File: src/rtl/rxf_pkg.sv
package rxf_pkg;

  typedef enum logic [1:0] {
    FMT_EXT   = 2'd0,
    FMT_STD   = 2'd1,
    FMT_SLICE = 2'd2,
    FMT_RSVD  = 2'd3
  } rxf_fmt_e;

  localparam int ELEM_W = 32;
  localparam int HALF_W = 16;
  localparam int BYTE_W = 8;

  // bits that take part in a comparison; the gaps are never compared
  localparam logic [ELEM_W-1:0] EXT_CARE = 32'hDFFF_FFFF;
  localparam logic [HALF_W-1:0] STD_CARE = 16'hC7FF;

  function automatic logic [ELEM_W-1:0] ext_key(input logic [28:0] id,
                                                input logic ide, input logic rtr);
    return {rtr, ide, 1'b0, id};
  endfunction

  function automatic logic [HALF_W-1:0] std_key(input logic [10:0] id,
                                                input logic ide, input logic rtr);
    return {rtr, ide, 3'b000, id};
  endfunction

  function automatic logic eq32(input logic [ELEM_W-1:0] a, input logic [ELEM_W-1:0] b,
                                input logic [ELEM_W-1:0] m);
    return ~|((a ^ b) & m & EXT_CARE);
  endfunction

  function automatic logic eq16(input logic [HALF_W-1:0] a, input logic [HALF_W-1:0] b,
                                input logic [HALF_W-1:0] m);
    return ~|((a ^ b) & m & STD_CARE);
  endfunction

  function automatic logic eq8(input logic [BYTE_W-1:0] a, input logic [BYTE_W-1:0] b,
                               input logic [BYTE_W-1:0] m);
    return ~|((a ^ b) & m);
  endfunction

endpackage

File: src/rtl/rxf_elem_cmp.sv
module rxf_elem_cmp
  import rxf_pkg::*;
#(
  parameter int ID_W  = 29,
  parameter int STD_W = 11,
  parameter int SLC_W = 8
) (
  input  logic [ID_W-1:0]   frm_id,
  input  logic              frm_ide,
  input  logic              frm_rtr,
  input  logic [ELEM_W-1:0] filt,
  input  logic [ELEM_W-1:0] mask,
  output logic              ext_hit,
  output logic [1:0]        std_hit,
  output logic [3:0]        slc_hit
);
  localparam int N_HALF = ELEM_W / HALF_W;
  localparam int N_BYTE = ELEM_W / BYTE_W;

  logic [ELEM_W-1:0] ekey;
  logic [HALF_W-1:0] skey;
  logic [SLC_W-1:0]  bkey;

  assign ekey = ext_key(frm_id, frm_ide, frm_rtr);
  assign skey = std_key(frm_id[ID_W-1 -: STD_W], frm_ide, frm_rtr);
  assign bkey = frm_id[ID_W-1 -: SLC_W];

  assign ext_hit = eq32(ekey, filt, mask);

  for (genvar h = 0; h < N_HALF; h++) begin : g_half
    assign std_hit[h] = eq16(skey, filt[ELEM_W-1-HALF_W*h -: HALF_W],
                             mask[ELEM_W-1-HALF_W*h -: HALF_W]);
  end

  for (genvar b = 0; b < N_BYTE; b++) begin : g_byte
    assign slc_hit[b] = eq8(bkey, filt[ELEM_W-1-BYTE_W*b -: BYTE_W],
                            mask[ELEM_W-1-BYTE_W*b -: BYTE_W]);
  end
endmodule

File: src/rtl/rxf_lowest.sv
module rxf_lowest #(
  parameter int W  = 32,
  parameter int IW = $clog2(W)
) (
  input  logic [W-1:0]  req,
  output logic          any,
  output logic [IW-1:0] idx
);
  always_comb begin
    idx = '0;
    for (int i = W - 1; i >= 0; i--) begin
      if (req[i]) idx = IW'(i);
    end
  end
  assign any = |req;
endmodule

File: src/rtl/rxfifo_id_filter.sv
module rxfifo_id_filter
  import rxf_pkg::*;
#(
  parameter int NUM_ELEM = 8,
  parameter int ID_W     = 29,
  parameter int STD_W    = 11,
  parameter int SLC_W    = 8,
  localparam int NUM_STD = 2 * NUM_ELEM,
  localparam int NUM_SLC = 4 * NUM_ELEM,
  localparam int IDX_W   = $clog2(NUM_SLC),
  localparam int TBL_W   = NUM_ELEM * ELEM_W
) (
  input  logic             clk,
  input  logic             rst_n,
  input  logic [1:0]       fmt_sel,
  input  logic [TBL_W-1:0] filt_tbl,
  input  logic [TBL_W-1:0] mask_tbl,
  input  logic             frm_valid,
  input  logic [ID_W-1:0]  frm_id,
  input  logic             frm_ide,
  input  logic             frm_rtr,
  output logic             res_valid,
  output logic             hit,
  output logic [IDX_W-1:0] hit_idx
);
  rxf_fmt_e fmt;
  assign fmt = rxf_fmt_e'(fmt_sel);

  logic [NUM_ELEM-1:0] ext_vec;
  logic [NUM_STD-1:0]  std_vec;
  logic [NUM_SLC-1:0]  slc_vec;

  for (genvar e = 0; e < NUM_ELEM; e++) begin : g_elem
    rxf_elem_cmp #(.ID_W(ID_W), .STD_W(STD_W), .SLC_W(SLC_W)) u_cmp (
      .frm_id  (frm_id),
      .frm_ide (frm_ide),
      .frm_rtr (frm_rtr),
      .filt    (filt_tbl[e*ELEM_W +: ELEM_W]),
      .mask    (mask_tbl[e*ELEM_W +: ELEM_W]),
      .ext_hit (ext_vec[e]),
      .std_hit (std_vec[2*e +: 2]),
      .slc_hit (slc_vec[4*e +: 4])
    );
  end

  // per-filter match vector of the selected format, filter n at bit n
  logic [NUM_SLC-1:0] match_vec;
  always_comb begin
    match_vec = '0;
    unique case (fmt)
      FMT_EXT:   match_vec[NUM_ELEM-1:0] = ext_vec;
      FMT_STD:   match_vec[NUM_STD-1:0]  = std_vec;
      FMT_SLICE: match_vec               = slc_vec;
      default:   match_vec               = '0;
    endcase
  end

  logic             any_match;
  logic [IDX_W-1:0] first_idx;

  rxf_lowest #(.W(NUM_SLC), .IW(IDX_W)) u_pick (
    .req (match_vec),
    .any (any_match),
    .idx (first_idx)
  );

  always_ff @(posedge clk or negedge rst_n) begin
    if (!rst_n) begin
      res_valid <= 1'b0;
      hit       <= 1'b0;
      hit_idx   <= '0;
    end else begin
      res_valid <= frm_valid;
      if (frm_valid) begin
        hit     <= any_match;
        hit_idx <= first_idx;
      end
    end
  end
endmodule

File: config.mk
export PLATFORM = sky130hd
export DESIGN_NAME = rxfifo_id_filter
export DESIGN_NICKNAME = d
export VERILOG_FILES = /design/src/rtl/rxf_pkg.sv /design/src/rtl/rxf_elem_cmp.sv /design/src/rtl/rxf_lowest.sv /design/src/rtl/rxfifo_id_filter.sv
export SDC_FILE = /design/constraint.sdc
export NUM_CORES = 1
export LEC_CHECK = 0
export ABC_AREA = 1
export BUFFER_PORTS_ARGS = -buffer_cell sky130_fd_sc_hd__buf_2
export CAP_MARGIN = 5
export CORE_AREA = 2 2 215 217
export DETAILED_ROUTE_END_ITERATION = 10
export DIE_AREA = 0 0 217 219
export PLACE_DENSITY = 0.59
export SYNTH_ARGS = -nofsm -noshare
export SYNTH_HDL_FRONTEND = slang
export SYNTH_SLANG_ARGS = --single-unit
File: constraint.sdc
create_clock -name clk -period 0.8 [get_ports clk]
set_input_delay 0.04 -clock clk [delete_from_list [all_inputs] [get_ports clk]]
set_output_delay 0.04 -clock clk [all_outputs]
set_load 0.02 [all_outputs]
==> reports/results.txt <==
Post-synthesis sequential area ratio - 0.0141
Global route overflow - 0
Worst Setup Slack, final - -1.72 ns
EDFF count, synth - 0
Post-synthesis net count - 3184
Least-Margin Pin Slew - 0.452 ns
Tcrit/Tclk final - 3.15
Clock sink count - 7
Place WS - -2.26 ns
Final setup viols - 11
GRT Util Overall - 0.393
Layout cell share with drive strength beyond 1 - 0.353
Synth-to-Final Area Change - 74.6%
Non-filler cells, final - 4403
Initial antenna violation count - 42
Clk_lat worst skew - 0.23 ns
Filler instances - 5054
IO Count - 555
Iter 0 DRT Violations - 3100
CTS tree - built
CP Capture Type - flop
Critical Path Start Type - primary input
Worst r2r path cells - 2
H-tree lvl count - 1
Clk network pwr share - 0.061
Net switching power - 7.61 mW
TritonRoute pass-1 iters - 8
Setup slack, reg-to-reg - -0.07 ns
Top_reg_cell synth - dfrtp_1
DRT Wirelength - 99.0 mm
Part of the power in combinational logic - 0.906
Worst Path Buf+Inv - 2
Peak supply drop - 904 µV
Sw Ratio - 0.526
FF+latch count, synth - 7
Crit-path slowest cell - nand4_1
First-pass GRT wire length - 137 mm
Via count - 23700
Die ar. - 47500 µm²
Slew HR - 0.696
Hold path cells - 2
Syn avg cell area - 4.72 µm²
Min-delay src - frm_valid
Unrepaired setup endpoints after global routing - yes
Crit-path max FO - 10
WL/cell - 22.5 µm
Antenna-violating nets left - 0
DR DRC count - 0
Cell variety after synth - 53
DR vias/cell - 5.39
Critical setup path kind - in -> reg
Largest net degree at the start of global routing - 38
Synthesized area - 12400 µm²
Syn Inst Count - 2632
Outcome - complete, but fails checks
Die H - 219 µm
Fin. max-slew vios - 0
Critical Path RT - 0.97 ns
Worst r2r dst - hit_idx[2]
Starting Density - 0.275
Port bufs - 554
CTS clk-pin slew, worst paths - 0.04 ns
DP Cell Count - 4331
Worst Hold End - res_valid
Setup_tns - -9.42 ns
Endpoints failing hold - 0
Reg2reg start - hit_idx[2]
Hold/Removal Path Class - in -> reg
Failing checks - setup timing
Cell Rows - 78
TritonCTS Buffers - 3
Async SR Flop Fraction - 1.00
Core Area - 45100 µm²
Leakage power - 12.0 nW
Multi-input gate area - 10800 µm²
Internal power - 6.86 mW
Vias in the first global route - 21700
Final Wtd Congestion - 1.07
F_max - 396 MHz
Final nets - 4322
Yosys synthesis warning count - 0
FF/Latch Area - 175 µm²
CTS root buf - clkbuf_16
Register share of total power - 0.033
Die X-Extent - 217 µm
Top Family by Delay on Critical Path - simple AND/OR/NAND/NOR gates
Post-layout power - 14.5 mW
Power Dens Cells - 668 nW/µm²
CP most frequent cell - nand2_1
Critical Path Max Stage Delay - 0.25 ns
Clock Tree Buf Depth - 2
Clock Skews - 0 ns
Dpl hpwl - 84.7 mm
Crit path arrival time - 2.70 ns
Worst hold slack - 0.130 ns
Min cycle time layout - 2.52 ns
Max-cap violations - 0
[synth_stat cells, drive strengths merged, types with 16 or more instances]
library cell | number | share of area
xor2 | 35 | 0.025
o2111ai | 17 | 0.012
a31oi | 38 | 0.019
nand4 | 75 | 0.038
clkbuf | 38 | 0.011
buf | 95 | 0.050
nor4 | 16 | 0.0081
nand3 | 370 | 0.15
xnor2 | 24 | 0.017
a311oi | 20 | 0.015
nor2 | 97 | 0.029
a21oi | 183 | 0.074
nor3 | 27 | 0.012
inv | 253 | 0.077
nand2 | 1075 | 0.33
o21ai | 194 | 0.078
[worst max path at each step]
stage | from | end | slack (ns) | cells after the start
after floorplan | frm_id[25] | hit_idx[0] | -1.29 | 37
after global placement | frm_id[24] | hit_idx[0] | -2.21 | 25
after detailed placement | frm_id[24] | hit_idx[0] | -2.26 | 25
after CTS | frm_id[22] | hit_idx[0] | -1.62 | 26
after global routing | frm_id[26] | hit_idx[0] | -2.00 | 40
final | frm_id[28] | hit_idx[0] | -1.72 | 34
[sequential cells by signal (all words and copies together) (netlist names)]
name and flops:
hit_idx 5, res_valid 1, hit 1
[metrics by stage]
step / utilization / instance area, µm²
3_5_place_dp: 0.457 / 20600
3_3_place_gp: 0.457 / 20600
4_1_cts: 0.472 / 21300
6_report: 0.481 / 21700
5_1_grt: 0.480 / 21600
2_1_floorplan: - / 12500
[what timing repair did]
action | CTS | global route
gates cloned | 3 | 1
endpoints found under the setup margin | 12 | 13
endpoints found under the hold margin | 7 | 0
hold buffers | 1 | 0
pin swaps | 24 | 16
setup buffers | 16 | 13
gates resized for setup | 81 | 50
[power by group through the flow]
stage | Clock (mW) | Combinational [mW] | Sequential (mW)
after floorplan | 0 | 4.80 | 0.547
after global placement | 0 | 12.0 | 0.462
after detailed placement | 0 | 12.1 | 0.465
after CTS | 0.886 | 12.6 | 0.474
after global routing | 0.899 | 13.9 | 0.483
final | 0.881 | 13.1 | 0.479
[final cells by class]
type	count	share of cell area
Multi-Input combinational cell	2239	0.497
Timing Repair Buffer	1266	0.407
Inverter	253	0.0457
Tap cell	600	0.0346
Sequential cell	7	0.00808
Antenna cell	34	0.00393
Clock buffer	4	0.00364
[layer usage]
layer | part of all wire | wire length, µm | vias to the layer above | track usage
met2 | 0.45 | 44700 | 1660 | 0.660
met5 | 0.0010 | 103 | - | 0
met3 | 0.12 | 11500 | 337 | 0.0690
met1 | 0.36 | 36000 | 10600 | 0.469
met4 | 0.067 | 6620 | 16 | 0.232
li1 | - | - | 11200 | -
[cells in the final DEF, fill, tap and decap left out, types with 5 or more instances in the layout]
| cell | n |
|---|---|
| a21oi_1 | 181 |
| a311oi_1 | 15 |
| a311oi_2 | 5 |
| a31oi_1 | 35 |
| a32o_1 | 6 |
| buf_12 | 35 |
| buf_2 | 539 |
| buf_4 | 660 |
| buf_6 | 17 |
| buf_8 | 6 |
| dfrtp_1 | 7 |
| diode_2 | 34 |
| inv_1 | 244 |
| nand2_1 | 1068 |
| nand2_2 | 7 |
| nand3_1 | 368 |
| nand4_1 | 74 |
| nor2_1 | 93 |
| nor3_1 | 20 |
| nor3_2 | 7 |
| nor4_1 | 12 |
| o2111ai_1 | 16 |
| o21ai_0 | 178 |
| o21ai_1 | 15 |
| o41ai_2 | 5 |
| xnor2_1 | 24 |
| xor2_1 | 35 |
[cells by family (layout without fill, tap and decap cells)]
logic type	after synthesis	in the layout	share of synthesized area
adders and majority gates	4	4	0.00403
buffers and inverters	386	1523	0.138
and+or+nand+nor	1675	1675	0.570
AOI/OAI and AO/OA	501	501	0.232
DFF	7	7	0.0141
xor gates and xnor gates	59	59	0.0416
other	0	34	0
Note: power is estimated with default switching activity, not from simulation.
